--- src/rtl/sdadd_pkg.sv ---
package sdadd_pkg;
   // Mode select encoding for the space-code forcing rule
   typedef enum logic {
      MODE_CONV = 1'b0,
      MODE_SIG  = 1'b1
   } sd_mode_e;

   // Transfer digit: two's complement, legal values -1, 0, +1
   typedef logic signed [1:0] sd_xfer_t;

   localparam sd_xfer_t XFER_ZERO = 2'sb00;
   localparam sd_xfer_t XFER_POS  = 2'sb01;
   localparam sd_xfer_t XFER_NEG  = 2'sb11;
   localparam sd_xfer_t XFER_BAD  = 2'sb10;
endpackage

--- src/rtl/sd_digit_in.sv ---
module sd_digit_in #(
   parameter int K = 3,
   localparam int DW = K + 1
) (
   input  logic [DW-1:0]       a_code,
   input  logic [DW-1:0]       b_code,
   input  logic                sub,
   output logic signed [K:0]   a_val,
   output logic signed [K:0]   b_val,
   output logic                a_sp,
   output logic                b_sp
);
   localparam logic [DW-1:0] SPACE = {1'b1, {K{1'b0}}};
   localparam logic [DW-1:0] ONE   = {{K{1'b0}}, 1'b1};

   logic [DW-1:0] b_eff;

   always_comb begin
      a_sp  = (a_code == SPACE);
      b_sp  = (b_code == SPACE);
      // negate the subtrahend digit, leaving the space code untouched
      b_eff = (sub && !b_sp) ? ((~b_code) + ONE) : b_code;
      // the space code contributes a zero value
      a_val = a_sp ? '0 : $signed(a_code);
      b_val = b_sp ? '0 : $signed(b_eff);
   end
endmodule

--- src/rtl/sd_xfer_stage.sv ---
module sd_xfer_stage
   import sdadd_pkg::*;
#(
   parameter int K = 3
) (
   input  logic signed [K:0] a_val,
   input  logic signed [K:0] b_val,
   output sd_xfer_t          t_out,
   output logic signed [K:0] w
);
   localparam int THR = (1 << K) - 2;
   localparam logic signed [K+1:0] THR_P = (K+2)'(THR);
   localparam logic signed [K+1:0] RAD_P = (K+2)'(1 << K);
   localparam logic signed [K:0]   THR_W = (K+1)'(THR);

   logic signed [K+1:0] pair;
   logic signed [K+1:0] wf;

   always_comb begin
      pair = (K+2)'(a_val) + (K+2)'(b_val);
      if (pair > THR_P) begin
         t_out = XFER_POS;
         wf    = pair - RAD_P;
      end else if (pair < -THR_P) begin
         t_out = XFER_NEG;
         wf    = pair + RAD_P;
      end else begin
         t_out = XFER_ZERO;
         wf    = pair;
      end
      w = $signed(wf[K:0]);
   end

   always_comb begin
      AST_INTERIM_RANGE: assert (w <= THR_W && w >= -THR_W);
   end
endmodule

--- src/rtl/sd_sum_stage.sv ---
module sd_sum_stage
   import sdadd_pkg::*;
#(
   parameter int K = 3,
   localparam int DW = K + 1
) (
   input  logic signed [K:0] w,
   input  sd_xfer_t          t_in,
   input  logic              a_sp,
   input  logic              b_sp,
   input  logic              sig_mode,
   output logic [DW-1:0]     code
);
   localparam logic [DW-1:0] SPACE = {1'b1, {K{1'b0}}};

   logic signed [K+1:0] s;
   logic                force_sp;

   always_comb begin
      s        = (K+2)'(w) + (K+2)'(t_in);
      force_sp = (sd_mode_e'(sig_mode) == MODE_SIG) ? (a_sp | b_sp) : (a_sp & b_sp);
      code     = force_sp ? SPACE : s[K:0];
   end

   always_comb begin
      if (!force_sp) begin
         AST_NO_STRAY_SPACE: assert (code != SPACE);
      end
   end
endmodule

--- src/rtl/sd_radix8_adder.sv ---
module sd_radix8_adder
   import sdadd_pkg::*;
#(
   parameter int N_DIGITS   = 8,
   parameter int RADIX_LOG2 = 3,
   localparam int DW = RADIX_LOG2 + 1,
   localparam int WW = N_DIGITS * DW
) (
   input  logic [WW-1:0] a_digits_i,
   input  logic [WW-1:0] b_digits_i,
   input  logic          sub_i,
   input  logic          sig_mode_i,
   input  logic [1:0]    xfer_in_i,
   output logic [WW-1:0] sum_digits_o,
   output logic          ovf_o
);
   localparam int K = RADIX_LOG2;

   if (N_DIGITS < 1) begin : g_bad_n
      $error("N_DIGITS must be at least 1");
   end
   if (RADIX_LOG2 < 2) begin : g_bad_radix
      $error("RADIX_LOG2 must be at least 2");
   end

   sd_xfer_t      xfer [N_DIGITS+1];
   logic [N_DIGITS-1:0] a_sp;
   logic [N_DIGITS-1:0] b_sp;

   // an undefined transfer code enters as zero
   assign xfer[0] = (sd_xfer_t'(xfer_in_i) == XFER_BAD) ? XFER_ZERO : sd_xfer_t'(xfer_in_i);

   for (genvar gi = 0; gi < N_DIGITS; gi++) begin : g_slice
      logic signed [K:0] a_val;
      logic signed [K:0] b_val;
      logic signed [K:0] w;

      sd_digit_in #(.K(K)) u_in (
         .a_code (a_digits_i[gi*DW +: DW]),
         .b_code (b_digits_i[gi*DW +: DW]),
         .sub    (sub_i),
         .a_val  (a_val),
         .b_val  (b_val),
         .a_sp   (a_sp[gi]),
         .b_sp   (b_sp[gi])
      );

      sd_xfer_stage #(.K(K)) u_step1 (
         .a_val (a_val),
         .b_val (b_val),
         .t_out (xfer[gi+1]),
         .w     (w)
      );

      sd_sum_stage #(.K(K)) u_step2 (
         .w        (w),
         .t_in     (xfer[gi]),
         .a_sp     (a_sp[gi]),
         .b_sp     (b_sp[gi]),
         .sig_mode (sig_mode_i),
         .code     (sum_digits_o[gi*DW +: DW])
      );
   end

   assign ovf_o = (xfer[N_DIGITS] != XFER_ZERO);

   always_comb begin
      for (int i = 0; i < N_DIGITS; i++) begin
         AST_XFER_LEGAL: assert (xfer[i+1] != XFER_BAD);
         if (a_sp[i] && b_sp[i]) begin
            AST_SPACE_NO_XFER: assert (xfer[i+1] == XFER_ZERO);
         end
      end
   end
endmodule

--- config.mk ---
export PLATFORM = sky130hd
export DESIGN_NAME = sd_radix8_adder
export DESIGN_NICKNAME = d
export VERILOG_FILES = /design/src/rtl/sdadd_pkg.sv /design/src/rtl/sd_digit_in.sv /design/src/rtl/sd_xfer_stage.sv /design/src/rtl/sd_sum_stage.sv /design/src/rtl/sd_radix8_adder.sv
export SDC_FILE = /design/constraint.sdc
export NUM_CORES = 1
export LEC_CHECK = 0
export BUFFER_PORTS_ARGS = -buffer_cell sky130_fd_sc_hd__buf_2
export CAP_MARGIN = 5
export CORE_MARGIN = 10
export CORE_UTILIZATION = 61
export DETAILED_ROUTE_END_ITERATION = 8
export PLACE_DENSITY = 0.95
export SYNTH_ARGS = -nofsm -noshare
export SYNTH_HDL_FRONTEND = slang
export SYNTH_SLANG_ARGS = --single-unit
--- constraint.sdc ---
create_clock -name vclk -period 8.4
set_clock_uncertainty 0.2 [all_clocks]
set_input_delay 1.68 -clock vclk [all_inputs]
set_output_delay 1.68 -clock vclk [all_outputs]
set_load 0.05 [all_outputs]
==> flow_summary.yaml <==
finish:
  diodes: 0
  multi_input_area_um2: 3330
  final_layout_size_suffix_gt1_share_pct: 20.5
  regArea_um2: 0
  synthToLayoutAreaGrowth_pct: 13.0
  nFillCells: 501
  seq_cell_count: 0
  fin_nets: 730
  fin_util_pct: 70.3
  nClkBuffers: 0
placed_design:
  hpwlAfterDp_um: 8440
  post-place-ws_ns: 1.31
  port_buffers: 101
  gp_congestion: 0.911
timing:
  finalSetupViolCount: 0
  hold_ws_ns: 3.72
  slew_headroom_pct: 59.0
  rsz0062_at_grt: "no"
  fin_crit_ns: 7.14
  tightest_slew_ns: 0.615
  max_freq_mhz: 140
  fin_ws_ns: 1.26
  hold_viol: 0
  setup_tns_ns: 0
  slew_viol_final: 0
  fin_crit_sh_pct: 85.0
synthesis:
  seq_area_frac_synth_pct: 0
  synth_top_area_share_pct: 19.5
  netlist_top_cells_area: "ha_1 19%, mux2i_1 7.4%, nor2b_1 7.0%"
  yosysWarnings: 0
  ys_types: 53
  syn_avg_cell_area_um2: 6.99
  syn_nets: 658
  synthCells: 524
  synth_most_common_cell: "ha_1"
  synth_area_um2: 3660
  synth_top_cell_by_area: "ha_1"
  netlist_top_cells_count: "57 x ha_1, 55 x inv_1, 50 x nor2_1, 41 x nor2b_1, 35 x nand2_1"
routing:
  dr.pass1.iters: 5
  via_per_inst: 5.71
  wl_per_cell_um: 14.3
  drt_iter0_drc: 108
  ant_nets: 0
  wl_um: 9570
  drc_errors: 0
  vias: 3820
worst_setup_path:
  arrival_ns: 5.26
  path_max_fanout: 36
  crit_type: "input port to primary output"
  endpoint_kind: "primary output"
  required_ns: 6.52
  start_kind: "input port"
pwr:
  power.share.combinational_pct: 100.0
  clockPowerShare_pct: 0
  ir_drop_mv: 0.234
  p_per_area_nw_per_um2: 216
  p_leak_uw: 0.00217
  p_sw_share_pct: 67.3
  seqPwrFrac_pct: 0
  switchingPower_uw: 602
  p_int_uw: 293
  power_uw: 896
floorplanning:
  row_count: 28
  dieArea_um2: 9510
  start_util_pct: 62.2
  die_w_um: 97.5
  pin_count: 101
  fp.coreArea_um2: 5890
  dieHeight_um: 97.5
flow_run:
  maxCapViolCount: 0
clock_network:
  ctsResizeCount: 0
  post_cts_buffers: 0
  ctsHoldBuffers: 0
run_status:
  outcome: "finished clean"
grt:
  antenna_found_initial: 1
  first_global_vias: 3888
  grt.total_usage_pct: 18.7
  grt_max_degree: 37
  grt_pass1_wl_um: 16300
  grt_overflow_total: 0
worst_hold_path:
  hold_path.class: "input port to primary output"
==> critical path: stages <==
cell	delay, ns
buf_2	0.49
mux2i_1	0.19
nor2_1	0.19
inv_1	0.09
fa_1	0.60
inv_1	0.18
o221ai_2	0.17
o21ai_4	0.26
o21ai_0	0.14
ha_1	0.24
o221ai_1	0.22
a22oi_2	0.13
xnor2_1	0.20
mux2i_1	0.20
buf_2	0.29
==> logic make-up (layout without fill, tap and decap cells) <==
group	Yosys count	in the layout	share of synthesized area, %
adders and majority gates	67	67	24.7
AOI/OAI and AO/OA	116	116	22.7
xor gates and xnor gates	38	38	9.08
muxes	33	33	9.22
and+or+nand+nor	184	184	25.3
buffers and inverters	86	156	9.02
==> layout by cell type (no fill, tap or decap), types with 9 or more instances in the layout <==
cell type,instances
a21o_1,18
a21oi_1,25
a31oi_1,9
and2_1,11
buf_2,101
fa_1,9
ha_1,57
inv_1,55
mux2i_1,27
nand2_1,35
nand2b_1,10
nor2_1,50
nor2b_1,41
nor3_1,17
o21ai_0,18
xnor2_1,26
xor2_1,12
==> path summary, 6_finish.rpt <==
path	slack [ns]	to	cells after the start	start
max	1.26	sum_digits_o[15]	15	sub_i
min	3.72	sum_digits_o[0]	4	xfer_in_i[0]
==> layer usage <==
metal,GRT usage (%),part of all wire (%),vias up
li1,-,-,1941
met5,0,0.073,-
met4,2.01,0.75,2
met2,36.6,52,116
met3,2.35,5.0,9
met1,21.2,42,1752
==> area by class of cell <==
class | count | area share [%]
Multi-Input combinational cell | 438 | 80.5
Timing Repair Buffer | 101 | 12.2
Inverter | 55 | 4.99
Tap cell | 75 | 2.27
==> power by group through the flow <==
stage               sequential (uW)  combinational (uW)  clock [uW]
floorplan                         0                 714           0
global placement                  0                 865           0
detailed placement                0                 893           0
CTS                               0                 897           0
global route                      0                 969           0
finish                            0                 896           0
==> stage by stage <==
| stage | std cells | instance area, um^2 |
|---|---|---|
| final | 669 | 4140 |
| after global routing | 669 | 4140 |
| after CTS | 669 | 4140 |
| after detailed placement | 669 | 4140 |
| after global placement | 669 | 4140 |
| after floorplan | 524 | 3660 |
(Power assumes the default switching activity.)
